<file path="src/rtl/dirhome_pkg.sv">
package dirhome_pkg;
  typedef enum logic [1:0] {
    RSP_DATA  = 2'd0,
    RSP_GRANT = 2'd1,
    RSP_NACK  = 2'd2
  } rsp_kind_e;

  typedef enum logic [1:0] {
    ST_IDLE   = 2'd0,
    ST_RECALL = 2'd1,
    ST_WB     = 2'd2,
    ST_RESP   = 2'd3
  } home_st_e;
endpackage

</file>
<file path="src/rtl/dir_table.sv">
module dir_table #(
  parameter int NLINE     = 8,
  parameter int NPROC     = 4,
  parameter int DATA_W    = 16,
  parameter int INIT_BASE = 16'hA000,
  localparam int IDX_W    = $clog2(NLINE)
) (
  input  logic              clk,
  input  logic              rst_n,
  input  logic [IDX_W-1:0]  idx,
  output logic [NPROC-1:0]  pres_o,
  output logic              dirty_o,
  output logic [DATA_W-1:0] data_o,
  input  logic              dir_we,
  input  logic [NPROC-1:0]  pres_i,
  input  logic              dirty_i,
  input  logic              mem_we,
  input  logic [DATA_W-1:0] data_i
);
  logic [NPROC-1:0]  pres_q  [NLINE];
  logic              dirty_q [NLINE];
  logic [DATA_W-1:0] mem_q   [NLINE];

  assign pres_o  = pres_q[idx];
  assign dirty_o = dirty_q[idx];
  assign data_o  = mem_q[idx];

  always_ff @(posedge clk or negedge rst_n) begin
    if (!rst_n) begin
      for (int i = 0; i < NLINE; i++) begin
        pres_q[i]  <= '0;
        dirty_q[i] <= 1'b0;
        mem_q[i]   <= DATA_W'(INIT_BASE + i);
      end
    end else begin
      for (int i = 0; i < NLINE; i++) begin
        if (dir_we && idx == IDX_W'(i)) begin
          pres_q[i]  <= pres_i;
          dirty_q[i] <= dirty_i;
        end
        if (mem_we && idx == IDX_W'(i)) begin
          mem_q[i] <= data_i;
        end
      end
    end
  end
endmodule

</file>
<file path="src/rtl/inv_tracker.sv">
module inv_tracker #(
  parameter int NPROC = 4,
  localparam int PW   = $clog2(NPROC)
) (
  input  logic             clk,
  input  logic             rst_n,
  input  logic             trk_load,
  input  logic [NPROC-1:0] trk_sharers,
  output logic             trk_busy,
  output logic             inv_valid,
  input  logic             inv_ready,
  output logic [PW-1:0]    inv_dst,
  input  logic             ack_valid,
  input  logic [PW-1:0]    ack_src,
  output logic             wr_done,
  output logic             ack_err
);
  logic             busy_q, busy_n;
  logic [NPROC-1:0] send_q, send_n;
  logic [NPROC-1:0] pend_q, pend_n;
  logic             err_q, err_n;
  logic [NPROC-1:0] ack_bit;

  // lowest pending index goes out first
  always_comb begin
    inv_dst = '0;
    for (int i = NPROC - 1; i >= 0; i--) begin
      if (send_q[i]) inv_dst = PW'(i);
    end
  end

  assign inv_valid = busy_q && (|send_q);
  assign wr_done   = busy_q && ~|send_q && ~|pend_q;
  assign trk_busy  = busy_q;
  assign ack_err   = err_q;
  assign ack_bit   = NPROC'(1) << ack_src;

  always_comb begin
    busy_n = busy_q;
    send_n = send_q;
    pend_n = pend_q;
    err_n  = 1'b0;
    if (!busy_q) begin
      if (trk_load) begin
        busy_n = 1'b1;
        send_n = trk_sharers;
        pend_n = trk_sharers;
      end
      err_n = ack_valid;
    end else begin
      if (inv_valid && inv_ready) send_n[inv_dst] = 1'b0;
      if (ack_valid) begin
        if ((pend_q & ack_bit) != '0) pend_n = pend_q & ~ack_bit;
        else                          err_n  = 1'b1;
      end
      if (wr_done) busy_n = 1'b0;
    end
  end

  always_ff @(posedge clk or negedge rst_n) begin
    if (!rst_n) begin
      busy_q <= 1'b0;
      send_q <= '0;
      pend_q <= '0;
      err_q  <= 1'b0;
    end else begin
      busy_q <= busy_n;
      send_q <= send_n;
      pend_q <= pend_n;
      err_q  <= err_n;
    end
  end

  assert_inv_hold_R9: assert property (@(posedge clk) disable iff (!rst_n)
    inv_valid && !inv_ready |=> inv_valid && $stable(inv_dst));
  assert_done_once_R11: assert property (@(posedge clk) disable iff (!rst_n)
    wr_done |=> !wr_done);
  assert_stray_ack_R12: assert property (@(posedge clk) disable iff (!rst_n)
    busy_q && ack_valid && (pend_q & ack_bit) == '0 |=> ack_err);
endmodule

</file>
<file path="src/rtl/dir_home_node.sv">
module dir_home_node
  import dirhome_pkg::*;
#(
  parameter int NPROC     = 4,
  parameter int ADDR_W    = 5,
  parameter int DATA_W    = 16,
  parameter int NODE_ID   = 1,
  parameter int INIT_BASE = 16'hA000,
  localparam int PW       = $clog2(NPROC),
  localparam int IDX_W    = ADDR_W - PW,
  localparam int NLINE    = 1 << IDX_W
) (
  input  logic              clk,
  input  logic              rst_n,
  input  logic              req_valid,
  output logic              req_ready,
  input  logic              req_write,
  input  logic [PW-1:0]     req_src,
  input  logic [ADDR_W-1:0] req_addr,
  output logic              rsp_valid,
  input  logic              rsp_ready,
  output logic [PW-1:0]     rsp_dst,
  output logic [1:0]        rsp_kind,
  output logic [DATA_W-1:0] rsp_data,
  output logic [NPROC-1:0]  rsp_sharers,
  output logic              rcl_valid,
  input  logic              rcl_ready,
  output logic [PW-1:0]     rcl_dst,
  output logic [ADDR_W-1:0] rcl_addr,
  input  logic              wb_valid,
  output logic              wb_ready,
  input  logic [DATA_W-1:0] wb_data,
  input  logic              trk_load,
  input  logic [NPROC-1:0]  trk_sharers,
  output logic              trk_busy,
  output logic              inv_valid,
  input  logic              inv_ready,
  output logic [PW-1:0]     inv_dst,
  input  logic              ack_valid,
  input  logic [PW-1:0]     ack_src,
  output logic              wr_done,
  output logic              ack_err
);
  // reset: asserted at once, released on a clock edge
  logic [1:0] rsync_q;
  logic       rst_i_n;
  always_ff @(posedge clk or negedge rst_n) begin
    if (!rst_n) rsync_q <= 2'b00;
    else        rsync_q <= {rsync_q[0], 1'b1};
  end
  assign rst_i_n = rsync_q[1];

  home_st_e          st_q, st_n;
  logic [ADDR_W-1:0] addr_q, addr_n;
  logic [PW-1:0]     src_q, src_n, own_q, own_n;
  logic              wr_q, wr_n;
  rsp_kind_e         kind_q, kind_n;
  logic [DATA_W-1:0] data_q, data_n;
  logic [NPROC-1:0]  sh_q, sh_n;

  logic [IDX_W-1:0]  idx;
  logic [NPROC-1:0]  pres_o, pres_i, src_bit;
  logic              dirty_o, dirty_i, dir_we, mem_we;
  logic [DATA_W-1:0] data_o;
  logic [PW-1:0]     owner;
  logic              accept, is_home;

  assign req_ready = (st_q == ST_IDLE);
  assign accept    = req_valid && req_ready;
  assign is_home   = (req_addr[PW-1:0] == PW'(NODE_ID));
  assign idx       = (st_q == ST_IDLE) ? req_addr[ADDR_W-1:PW] : addr_q[ADDR_W-1:PW];
  assign src_bit   = NPROC'(1) << req_src;

  always_comb begin
    owner = '0;
    for (int i = NPROC - 1; i >= 0; i--) begin
      if (pres_o[i]) owner = PW'(i);
    end
  end

  dir_table #(
    .NLINE(NLINE), .NPROC(NPROC), .DATA_W(DATA_W), .INIT_BASE(INIT_BASE)
  ) i_table (
    .clk(clk), .rst_n(rst_i_n), .idx(idx),
    .pres_o(pres_o), .dirty_o(dirty_o), .data_o(data_o),
    .dir_we(dir_we), .pres_i(pres_i), .dirty_i(dirty_i),
    .mem_we(mem_we), .data_i(wb_data)
  );

  always_comb begin
    st_n    = st_q;
    addr_n  = addr_q;
    src_n   = src_q;
    own_n   = own_q;
    wr_n    = wr_q;
    kind_n  = kind_q;
    data_n  = data_q;
    sh_n    = sh_q;
    dir_we  = 1'b0;
    pres_i  = pres_o;
    dirty_i = dirty_o;
    mem_we  = 1'b0;
    unique case (st_q)
      ST_IDLE: if (accept) begin
        addr_n = req_addr;
        src_n  = req_src;
        wr_n   = req_write;
        data_n = '0;
        sh_n   = '0;
        st_n   = ST_RESP;
        if (!is_home) begin
          kind_n = RSP_NACK;
        end else begin
          kind_n = req_write ? RSP_GRANT : RSP_DATA;
          own_n  = owner;
          dir_we = 1'b1;
          if (req_write) begin
            sh_n    = pres_o & ~src_bit;
            pres_i  = src_bit;
            dirty_i = 1'b1;
          end else begin
            pres_i = pres_o | src_bit;
          end
          if (dirty_o)        st_n   = ST_RECALL;
          else if (!req_write) data_n = data_o;
        end
      end
      ST_RECALL: if (rcl_ready) st_n = ST_WB;
      ST_WB: if (wb_valid) begin
        mem_we = 1'b1;
        st_n   = ST_RESP;
        if (!wr_q) begin
          dir_we  = 1'b1;
          dirty_i = 1'b0;
          data_n  = wb_data;
        end
      end
      ST_RESP: if (rsp_ready) st_n = ST_IDLE;
      default: st_n = ST_IDLE;
    endcase
  end

  always_ff @(posedge clk or negedge rst_i_n) begin
    if (!rst_i_n) begin
      st_q   <= ST_IDLE;
      addr_q <= '0;
      src_q  <= '0;
      own_q  <= '0;
      wr_q   <= 1'b0;
      kind_q <= RSP_DATA;
      data_q <= '0;
      sh_q   <= '0;
    end else begin
      st_q   <= st_n;
      addr_q <= addr_n;
      src_q  <= src_n;
      own_q  <= own_n;
      wr_q   <= wr_n;
      kind_q <= kind_n;
      data_q <= data_n;
      sh_q   <= sh_n;
    end
  end

  assign rsp_valid   = (st_q == ST_RESP);
  assign rsp_dst     = src_q;
  assign rsp_kind    = kind_q;
  assign rsp_data    = data_q;
  assign rsp_sharers = sh_q;
  assign rcl_valid   = (st_q == ST_RECALL);
  assign rcl_dst     = own_q;
  assign rcl_addr    = addr_q;
  assign wb_ready    = (st_q == ST_WB);

  inv_tracker #(.NPROC(NPROC)) i_trk (
    .clk(clk), .rst_n(rst_i_n),
    .trk_load(trk_load), .trk_sharers(trk_sharers), .trk_busy(trk_busy),
    .inv_valid(inv_valid), .inv_ready(inv_ready), .inv_dst(inv_dst),
    .ack_valid(ack_valid), .ack_src(ack_src),
    .wr_done(wr_done), .ack_err(ack_err)
  );

  assert_busy_blocks_R8: assert property (@(posedge clk) disable iff (!rst_i_n)
    accept |=> !req_ready);
  assert_rsp_hold_R9: assert property (@(posedge clk) disable iff (!rst_i_n)
    rsp_valid && !rsp_ready |=> rsp_valid && $stable(rsp_data)
                               && $stable(rsp_sharers) && $stable(rsp_kind));
  assert_rcl_hold_R9: assert property (@(posedge clk) disable iff (!rst_i_n)
    rcl_valid && !rcl_ready |=> rcl_valid && $stable(rcl_dst) && $stable(rcl_addr));
  assert_grant_excl_R4: assert property (@(posedge clk) disable iff (!rst_i_n)
    rsp_valid && rsp_kind == 2'd1 |-> !rsp_sharers[rsp_dst]);
  assert_grant_owner_R5: assert property (@(posedge clk) disable iff (!rst_i_n)
    rsp_valid && rsp_kind == 2'd1 |-> dirty_o && pres_o == (NPROC'(1) << src_q));
  assert_wb_clean_R6: assert property (@(posedge clk) disable iff (!rst_i_n)
    wb_valid && wb_ready && !wr_q |=> !dirty_o && rsp_data == $past(wb_data));
endmodule

</file>
<file path="config.mk">
export PLATFORM = sky130hd
export DESIGN_NAME = dir_home_node
export DESIGN_NICKNAME = d
export VERILOG_FILES = /design/src/rtl/dirhome_pkg.sv /design/src/rtl/dir_table.sv /design/src/rtl/inv_tracker.sv /design/src/rtl/dir_home_node.sv
export SDC_FILE = /design/constraint.sdc
export NUM_CORES = 1
export LEC_CHECK = 0
export BUFFER_PORTS_ARGS = -buffer_cell sky130_fd_sc_hd__buf_2
export CORE_AREA = 2 2 156 158
export DETAILED_ROUTE_END_ITERATION = 12
export DIE_AREA = 0 0 158 160
export HOLD_SLACK_MARGIN = 0.05
export PLACE_DENSITY = 0.65
export SLEW_MARGIN = 20
export SYNTH_ARGS = -nofsm -noshare
export SYNTH_HDL_FRONTEND = slang
export SYNTH_HIERARCHICAL = 1
export SYNTH_SLANG_ARGS = --single-unit
</file>
<file path="constraint.sdc">
create_clock -name clk -period 8.7 [get_ports clk]
set_clock_uncertainty 0.15 [all_clocks]
set_input_delay 0.87 -clock clk [delete_from_list [all_inputs] [get_ports clk]]
set_output_delay 0.87 -clock clk [all_outputs]
set_load 0.02 [all_outputs]
</file>
==> results of run 1 <==
==> through the flow <==
stage          util, %  total power [mW]  hold WS (ps)  instance area, um^2
6_report          50.0              4.92           209                11900
5_1_grt           50.0              5.23           213                11900
4_1_cts           50.0              4.96           210                11900
3_5_place_dp      46.4              3.87           191                11100
3_3_place_gp      46.4              3.82           187                11100
2_1_floorplan        -              3.39           181                10500
==> routing by layer <==
| layer | up-vias | wire length, um | track usage [%] |
|---|---|---|---|
| li1 | 2947 | - | - |
| met1 | 3284 | 11400 | 28.4 |
| met2 | 141 | 10900 | 30.0 |
| met3 | 36 | 1140 | 2.71 |
| met4 | 0 | 463 | 4.50 |
| met5 | - | 0 | 0 |
==> cells in the final DEF, fill, tap and decap left out, types with 3 or more instances in the layout <==
cell       count
ha_1           5
nand3b_1       3
mux2i_1       27
a31oi_1        5
dfrtp_1      185
inv_1         11
mux2_4        22
nor2_4         4
o21ai_0       14
a32o_1        16
clkbuf_16     25
o2bb2ai_1     14
o22ai_1       19
nor2b_1       22
and2b_1        6
a211oi_1      10
dfstp_2       28
clkbuf_1       4
buf_4         10
clkinv_2       6
nor2_1        17
mux2_1        21
mux2_2       184
nand2_1       24
bufinv_16      4
nand2b_1       9
buf_2         79
nor3_1         4
a21oi_1        3
a221oi_1       6
nand3_1        4
mux4_2        12
clkbuf_8       4
==> flip-flops by register name (all words and copies together) (netlist names) <==
register         flops
rsp_kind             2
rsync_q              2
i_table/mem_q      128
st_q                 2
i_trk/trk_busy       1
i_table/dirty_q      8
i_trk/pend_q         4
rsp_sharers          4
rsp_data            16
rcl_dst              2
i_trk/send_q         4
rcl_addr             5
rsp_dst              2
wr_q                 1
i_table/pres_q      32
i_trk/ack_err        1
==> power by group through the flow <==
stage | Clock (mW) | Combinational, mW | Sequential, mW
2_1_floorplan | 0 | 1.67 | 1.72
3_3_place_gp | 0 | 2.12 | 1.70
3_5_place_dp | 0 | 2.16 | 1.71
4_1_cts | 1.10 | 2.16 | 1.70
5_1_grt | 1.15 | 2.33 | 1.75
6_report | 1.08 | 2.14 | 1.69
==> how the worst min path moves through the flow <==
stage,start,endpoint,slack (ps),depth (start not counted)
3_3_place_gp,rsync_q[0],rsync_q[1],190,0
3_5_place_dp,rsync_q[0],rsync_q[1],190,0
6_report,rsync_q[0],rsync_q[1],210,0
2_1_floorplan,rsync_q[0],rsync_q[1],180,0
5_1_grt,rsync_q[0],rsync_q[1],210,0
4_1_cts,rsync_q[0],rsync_q[1],210,0
==> cell type report <==
type                            count  share of cell area (%)
Tap cell                          324                    3.40
Sequential cell                   214                    45.3
Clock buffer                       33                    5.84
Clock inverter                     11                    1.32
Multi-Input combinational cell    486                    39.8
Inverter                           11                   0.347
Timing Repair Buffer               90                    4.03
==> cell families (layout without fill, tap and decap cells) <==
| family | after synthesis | in the layout |
|---|---|---|
| compound gates | 97 | 97 |
| buf+inv | 57 | 145 |
| fa+ha+maj | 5 | 5 |
| flops | 214 | 214 |
| other cells | 1 | 1 |
| simple gates | 117 | 117 |
| mux | 266 | 266 |
==> run summary, run 1 <==
Status -> finished clean
I/O Buffers -> 79
DR WL/cell -> 20.4 um
Pint -> 3.17 mW
Synth Area in Compound Gates -> 7.04%
Clk pwr share -> 22.0%
Die Wd -> 158 um
Setup violators final -> 0
Switch share -> 35.6%
Core area -> 23800 um^2
RR Endpoint -> rsp_data[7]
Fill cells -> 2142
Leading post-synthesis cells by cell area -> dfrtp_1, mux2_2, dfstp_2, mux2_4, mux2i_1
R2R depth -> 11
Levels on crit path -> 11
Crit-path leading delay family -> compound AO/OA/AOI/OAI gates
Pwr dens -> 413 nW/um^2
Simple-Gate Fraction of Synth Area -> 7.10%
Dominant synthesized flop cell -> dfrtp_1
Hold Buf Count CTS -> 1
Sw power -> 1.75 mW
Nets -> 871
Finished Layout Cells -> 1169
Worst path cell trace -> inv_1, ha_1, mux2_4, buf_4, or2_2, o2bb2ai_1, a211oi_2, buf_4, and2b_1, a32o_1, mux2_2
Max Freq -> 216 MHz
# clock sinks -> 214
DRT antenna net count -> 0
Crit-path most repeated cell -> buf_4
Synth Warn # -> 6
Max clock buf depth -> 3
Synth Instances -> 757
Die footprint -> 25300 um^2
RSZ-0062 raised after global routing -> false
Leakage power -> 5.44 nW
CTS tree -> done
Yosys cell types -> 58
CP arrival -> 4870 ps
Setup_tns -> 0 ps
Max transition margin -> 28.6%
Starting density of the core -> 44.2%
CTS buffer count -> 24
Clock insertion delay at the later pin of the skew report -> 510 ps
DRC errors left -> 0
R2r startpoint -> st_q[0]
FFs w/ async S/R, synth -> 100%
Register-to-register setup slack -> 4070 ps
Placer Congestion -> 0.747
Area added between synthesis and finish -> 13.2%
Startpoint types -> register
Placed Cells -> 1124
Fin worst setup slack -> 4070 ps
Kind of critical path -> reg -> reg
CP Launch Point -> st_q[0]
CP max stage delay -> 720 ps
CTS H-tree depth -> 1
Final Cycle Share -> 53.2%
Post-Synth Adder-Cell Area -> 0.594%
Post-DP HPWL -> 14500 um
Critical Path RT -> 8940 ps
Seq pwr share -> 34.4%
Multi-input logic area -> 4740 um^2
Pins Over Slew Limit -> 0
Share of the synthesized area in the top cell type -> 44.2%
Site Rows -> 57
Number of global-route vias before repair -> 6543
CTS Root Cell -> clkbuf_16
Initial antenna violation count -> 0
Drt pass-1 iters -> 4
Mean Syn Cell Area -> 13.9 um^2
Area leader, netlist -> dfrtp_1
Die Height -> 160 um
Post-Syn Area -> 10500 um^2
EDFF count, synth -> 0
Most instantiated library cell after synthesis -> dfrtp_1
Top cells by count, synth -> dfrtp_1, mux2_2, dfstp_2
Setup crit end -> rsp_data[7]
Largest family of logic cells by synthesized area -> multiplexers
Worst slack, placed -> 4040 ps
Layout cells sized above 1 -> 47.0%
Post-synthesis mux area share -> 30.2%
All-layer global routing usage -> 19.2%
Total wire length -> 23900 um
Post-CTS sizing -> 0
Comb pwr share -> 43.6%
IO Count -> 80
Worst-margin pin slew -> 1070 ps
Seq cells post-synth -> 214
First-pass GRT wire length -> 37800 um
Max VDD drop -> 0.259 mV
Post-Syn Nets -> 801
Antenna diodes -> 0
Largest net degree at the start of global routing -> 77
CP max stage cell -> mux2_4
Seq/Total Area, Yosys -> 51.2%
Hold WC Path Type -> reg -> reg
Xor/xnor share of the synthesized area -> 0%
WP buf/inv -> 3
Fin crit period -> 4630 ps
Postcts setup bufs -> 0
Worst-path clk slew -> 60 ps
Global route overflow -> 0
Crit. End Element -> register
Routed vias -> 6408
Max Cap Violations -> 0
DRT iter0 DRCs -> 369
Final hold viol count -> 0
Register Area -> 5390 um^2
Vias/cell -> 5.48
CP max FO -> 46
Note: power is estimated with default switching activity, not from simulation.
==> inputs of run 2 (changes only) <==
--- a/config.mk
+++ b/config.mk
@@ -10,7 +10,7 @@
 export DETAILED_ROUTE_END_ITERATION = 12
 export DIE_AREA = 0 0 158 160
 export HOLD_SLACK_MARGIN = 0.05
-export PLACE_DENSITY = 0.65
+export PLACE_DENSITY = 0.68
 export SLEW_MARGIN = 20
 export SYNTH_ARGS = -nofsm -noshare
 export SYNTH_HDL_FRONTEND = slang
==> constraint.sdc (replaced) <==
create_clock -name clk -period 3.75 [get_ports clk]
set_clock_uncertainty 0.15 [all_clocks]
set_input_delay 0.375 -clock clk [delete_from_list [all_inputs] [get_ports clk]]
set_output_delay 0.375 -clock clk [all_outputs]
set_load 0.02 [all_outputs]
==> run 2 against run 1 <==
Compared with the run above:
- critical path depth rose by 1
- global-route usage is 0.58 points higher
- non-clock buffer count rose by 45
- sequential power is 130% higher
- highest routed layer unchanged
- combinational power up 150%
- maximum frequency is 38% higher
- clock power rose to 2.5 times the previous value
- critical path type unchanged
- cell area rose by 4.5%
- worst setup slack got worse by 3700 ps
- routed wire length increased by 1.3%
==> run summary, run 2 (synthesis results as in run 1) <==
CTS H-tree depth -> 1 (unchanged)
CP arrival -> 3600 ps (-1270 ps)
CTS buffer count -> 24 (unchanged)
RR Endpoint -> rsp_data[6]
Global route overflow -> 0 (unchanged)
Antenna diodes -> 0 (unchanged)
Die Wd -> 158 um (unchanged)
Initial antenna violation count -> 0 (unchanged)
Worst-path clk slew -> 60 ps (about the same)
CTS Root Cell -> clkbuf_16
DRT iter0 DRCs -> 360 (-2.4%)
Largest net degree at the start of global routing -> 89 (+16%)
Starting density of the core -> 44.2% (unchanged)
Site Rows -> 57 (unchanged)
Setup_tns -> 0 ps (unchanged)
Commonest non-fill, non-tap cell in the layout -> dfrtp_1
Pins Over Slew Limit -> 0 (unchanged)
DR WL/cell -> 19.9 um (-2.5%)
Pwr dens -> 959 nW/um^2 (+130%)
Total wire length -> 24200 um (+1.3%)
Core area -> 23800 um^2 (unchanged)
Crit. End Element -> register
Worst-margin pin slew -> 942 ps (-124 ps)
Fin crit period -> 3360 ps (-1270 ps)
Nets -> 916 (+5.2%)
CTS tree -> done
R2R depth -> 12 (+1)
Largest register FFs -> 128 (unchanged)
Max Freq -> 298 MHz (+38%)
DRC errors left -> 0 (unchanged)
Register-to-register setup slack -> 390 ps (-3680 ps)
Status -> finished clean
Setup violators final -> 0 (unchanged)
IO Count -> 80 (unchanged)
Final hold viol count -> 0 (unchanged)
Area added between synthesis and finish -> 18.3%
Die Height -> 160 um (unchanged)
First-pass GRT wire length -> 39500 um (+4.4%)
Worst Hold Launch -> wb_data[15]
Final Cycle Share -> 89.5% (+36 points)
Hold path endpoint -> i_table/mem_q[15]
Fin Hold WS -> 70.2 ps (-139 ps)
Max VDD drop -> 0.425 mV (+64%)
Max clock buf depth -> 3 (unchanged)
DRT antenna net count -> 0 (unchanged)
Worst slack, placed -> 462 ps (-3580 ps)
Total power draw -> 11.9 mW (+140%)
Largest register by flop count -> i_table/mem_q
# clock sinks -> 214 (unchanged)
Most frequent cells in the layout -> dfrtp_1, mux2_2, buf_2, dfstp_2, buf_4
Number of global-route vias before repair -> 7035 (+7.5%)
Vias/cell -> 5.51 (+0.53%)
Fin worst setup slack -> 393 ps (-3680 ps)
Critical Path RT -> 4000 ps (-4940 ps)
Drt pass-1 iters -> 5 (+1)
CP max FO -> 13 (-72%)
All-layer global routing usage -> 19.8% (+0.58 points)
Hold WC Path Type -> in -> reg
Leakage power -> 5.71 nW (+4.9%)
I/O Buffers -> 79 (unchanged)
Max Cap Violations -> 0 (unchanged)
Kind of critical path -> reg -> reg
Die footprint -> 25300 um^2 (unchanged)
Placer Congestion -> 0.760 (+1.7%)
Routed vias -> 6690 (+4.4%)
Worst Hold Path Cells -> 2 (+2)
Post-DP HPWL -> 15300 um (+5.1%)
Clock insertion delay at the later pin of the skew report -> 520 ps (about the same)
Startpoint types -> register
Final core utilization -> 52.3% (+2.3 points)
Layout cells sized above 1 -> 47.4% (+0.43 points)
Post-CTS sizing -> 0 (unchanged)
RSZ-0062 raised after global routing -> false
Max transition margin -> 37.0% (+8.4 points)
R2r startpoint -> st_q[0]
==> run 2: cell types whose count changed in the layout (fill, tap and decap cells not counted), moves of 3 or more <==
cell / before / now
clkinv_2: 6 / 3
buf_4: 10 / 28
clkbuf_1: 4 / 1
clkbuf_8: 4 / 7
dlygate4sd3_1: 1 / 23
buf_12: 0 / 5
==> run 2: layout make-up <==
type / count / area (um^2)
fill: 2085 / 11400
sequential: 214 / 5390
multi-input combinational: 486 / 4740
timing repair buffer: 135 / 936
clock buffer: 33 / 726
tap: 324 / 405
clock inverter: 11 / 211
inverter: 11 / 41.3
==> run 2: through the flow <==
step                      instances  instance area, um^2
after detailed placement       1147                11300
final                          1214                12500
after floorplan                 757                10500
after global routing           1214                12500
after global placement         1147                11300
after CTS                      1214                12500
==> run 2: report_power, final <==
group	switching [mW]	internal, mW
clock	0.938	1.76
sequential	0.546	3.38
combinational	2.66	2.66
total	4.15	7.80
==> run 2: layer usage <==
layer  global-route usage [%]  wire length, um  up-vias
li1                         -                -     3043
met1                     28.5            11300     3453
met2                     31.6            11300      151
met3                     2.90              959       43
met4                     4.95              591        0
met5                        0                0        -
==> run 2: how the worst max path moves through the flow <==
stage,startpoint,endpoint,cells after the start
floorplan,rsync_q[1],i_table/dirty_q[0],0
global placement,st_q[0],i_table/pres_q[3],9
detailed placement,st_q[0],rsp_data[6],12
CTS,st_q[0],rsp_data[6],12
global route,st_q[0],i_table/pres_q[15],9
finish,st_q[0],rsp_data[6],12
==> run 2: critical path, cell delays in order (launching register included) <==
cell and delay (ps):
dfrtp_1 380, inv_1 100, ha_1 260, buf_4 190, mux2_2 440, or2_1 180, buf_4 210, o22ai_1 100
a211oi_2 200, buf_4 270, and2b_1 210, a32o_1 270, mux2_2 260
==> run 2: repair_timing <==
item,in CTS,in global routing
endpoints found under the hold margin,22,0
hold buffers,23,0
buffers inserted,0,0
==> inputs of run 3 (changes only) <==
--- a/config.mk
+++ b/config.mk
@@ -6,11 +6,12 @@
 export NUM_CORES = 1
 export LEC_CHECK = 0
 export BUFFER_PORTS_ARGS = -buffer_cell sky130_fd_sc_hd__buf_2
-export CORE_AREA = 2 2 156 158
+export CORE_AREA = 2 2 140 176
+export CTS_CLUSTER_DIAMETER = 150
 export DETAILED_ROUTE_END_ITERATION = 12
-export DIE_AREA = 0 0 158 160
+export DIE_AREA = 0 0 142 178
 export HOLD_SLACK_MARGIN = 0.05
-export PLACE_DENSITY = 0.68
+export PLACE_DENSITY = 0.67
 export SLEW_MARGIN = 20
 export SYNTH_ARGS = -nofsm -noshare
 export SYNTH_HDL_FRONTEND = slang
==> run 3 against run 2 <==
Compared with the run above:
- register-to-register slack got worse by 180 ps
- highest routed layer unchanged
- largest cell class unchanged
- critical path type unchanged
- first-iteration DRC count down 7.2%
- total power is 3.6% lower
- critical path depth down 3
- via count shrank 1.2%
- worst hold slack got worse by 7.1 ps
- sequential cell count unchanged
==> run summary, run 3 (synthesis results as in run 1) <==
Fin worst setup slack -> 218 ps (-175 ps)
All-layer global routing usage -> 19.7% (-0.027 points)
Area added between synthesis and finish -> 15.8%
RSZ-0062 raised after global routing -> false
Total wire length -> 24100 um (about the same)
I/O Buffers -> 79 (unchanged)
Setup violators final -> 0 (unchanged)
CTS tree -> done
Max clock buf depth -> 3 (unchanged)
Die Wd -> 142 um (-10%)
Crit. End Element -> register
Startpoint types -> register
Status -> finished clean
Die Height -> 178 um (+11%)
DRC errors left -> 0 (unchanged)
Post-DP Area -> 11200 um^2 (-0.86%)
Initial antenna violation count -> 0 (unchanged)
Kind of critical path -> reg -> reg
Largest net degree at the start of global routing -> 96 (+7.9%)
Worst slack, placed -> 224 ps (-238 ps)
Vias/cell -> 5.65 (+2.6%)
Total power draw -> 11.5 mW (-3.6%)
CTS Root Cell -> clkbuf_16
CP max FO -> 17 (+4)
R2R depth -> 9 (-3)
Worst Hold Path Cells -> 3 (+1)
Max Freq -> 283 MHz (-5.0%)
Most frequent cells in the layout -> dfrtp_1, mux2_2, buf_2, dfstp_2, mux2i_1
Final core utilization -> 51.7% (-0.58 points)
Worst-path clk slew -> 60 ps (about the same)
IO Count -> 80 (unchanged)
Largest register FFs -> 128 (unchanged)
Leakage power -> 5.59 nW (-2.0%)
DR WL/cell -> 20.6 um (+3.7%)
Routed vias -> 6612 (-1.2%)
Post-DP HPWL -> 15400 um (+1.0%)
Final hold viol count -> 0 (unchanged)
Site Rows -> 63 (+11%)
CTS H-tree depth -> 1 (unchanged)
Nets -> 905 (-1.2%)
Critical Path RT -> 4050 ps (+50 ps)
Max VDD drop -> 0.412 mV (-3.1%)
# clock sinks -> 214 (unchanged)
Number of global-route vias before repair -> 6929 (-1.5%)
Setup_tns -> 0 ps (unchanged)
DRT iter0 DRCs -> 334 (-7.2%)
Final Cell Area -> 12200 um^2 (-2.1%)
Max transition margin -> 35.2% (-1.8 points)
CTS buffer count -> 23 (-4.2%)
Commonest non-fill, non-tap cell in the layout -> dfrtp_1
Antenna diodes -> 0 (unchanged)
First-pass GRT wire length -> 39100 um (-0.86%)
Largest register by flop count -> i_table/mem_q
Final Cycle Share -> 94.2% (+4.7 points)
Core area -> 23600 um^2 (-1.1%)
Layout cells sized above 1 -> 46.5% (-0.95 points)
CP arrival -> 3840 ps (+240 ps)
Global route overflow -> 0 (unchanged)
Max Cap Violations -> 0 (unchanged)
Fin crit period -> 3530 ps (+175 ps)
Pwr dens -> 945 nW/um^2 (-1.5%)
DRT antenna net count -> 0 (unchanged)
Placer Congestion -> 0.770 (+1.3%)
Fin Hold WS -> 63.1 ps (-7.07 ps)
Starting density of the core -> 44.7% (+0.47 points)
Die footprint -> 25300 um^2 (about the same)
Finished Layout Cells -> 1170 (-3.6%)
Pins Over Slew Limit -> 0 (unchanged)
Worst-margin pin slew -> 970 ps (+27.4 ps)
Clock insertion delay at the later pin of the skew report -> 520 ps (about the same)
Drt pass-1 iters -> 4 (-1)
Hold WC Path Type -> in -> reg
Placed Cells -> 1109 (-3.3%)
==> run 3: cell types whose count changed in the layout (fill, tap and decap cells not counted), sizes merged, moves of 2 or more <==
cell         previous run  this run
bufinv                  6         2
clkbuf                 33        38
dlygate4sd3            23        19
clkinv                  4         0
buf                   112       106
inv                    11        13
==> run 3: repair_timing <==
item,in CTS,in global routing
resized for setup,0,2
hold buffers,19,0
hold endpoints to repair,19,0
buffers inserted,0,0
setup endpoints to repair,0,10
==> run 3: worst paths after layout <==
| path | slack [ps] | end | from |
|---|---|---|---|
| max in group asynchronous | 2240 | i_table/mem_q[17] | rsync_q[1] |
| worst min register to register | 210 | rsync_q[1] | rsync_q[0] |
| worst max-delay path | 220 | i_table/pres_q[2] | st_q[0] |
| min in group asynchronous | 240 | rsp_data[7] | rsync_q[1] |
| worst max register to register | 220 | i_table/pres_q[2] | st_q[0] |
| worst min-delay path | 60 | i_trk/send_q[1] | trk_sharers[1] |
==> run 3: worst max-delay path, cell delays in order, from the launching register on <==
cell       delay [ps]
dfrtp_1           400
inv_1             130
ha_1              480
mux2_2            550
buf_4             310
nand2b_1          270
o22ai_1           110
a211oi_1          430
o2bb2ai_1         380
mux2_2            270
==> run 3: area by class of cell <==
class,instances,area [um^2]
repair buffers,125,838
inverters,11,41.3
fillers,2017,11400
multi-input cells,486,4750
well taps,292,365
clock buffers,38,712
clock inverters,4,80.1
flip-flops and latches,214,5390
==> run 3: layer usage <==
layer  GRT usage [%]  routed length (um)  vias to the layer above
li1                -                   -                     3010
met1            27.0               10600                     3424
met2            33.2               11900                      138
met3            2.39                1090                       40
met4            5.83                 505                        0
met5               0                   0                        -
==> run 3: power by group <==
group	total, mW	switching (mW)	internal [mW]	leakage, nW
Combinational	5.24	2.64	2.61	2.54
Clock	2.35	0.914	1.43	0.388
Sequential	3.93	0.549	3.38	2.66
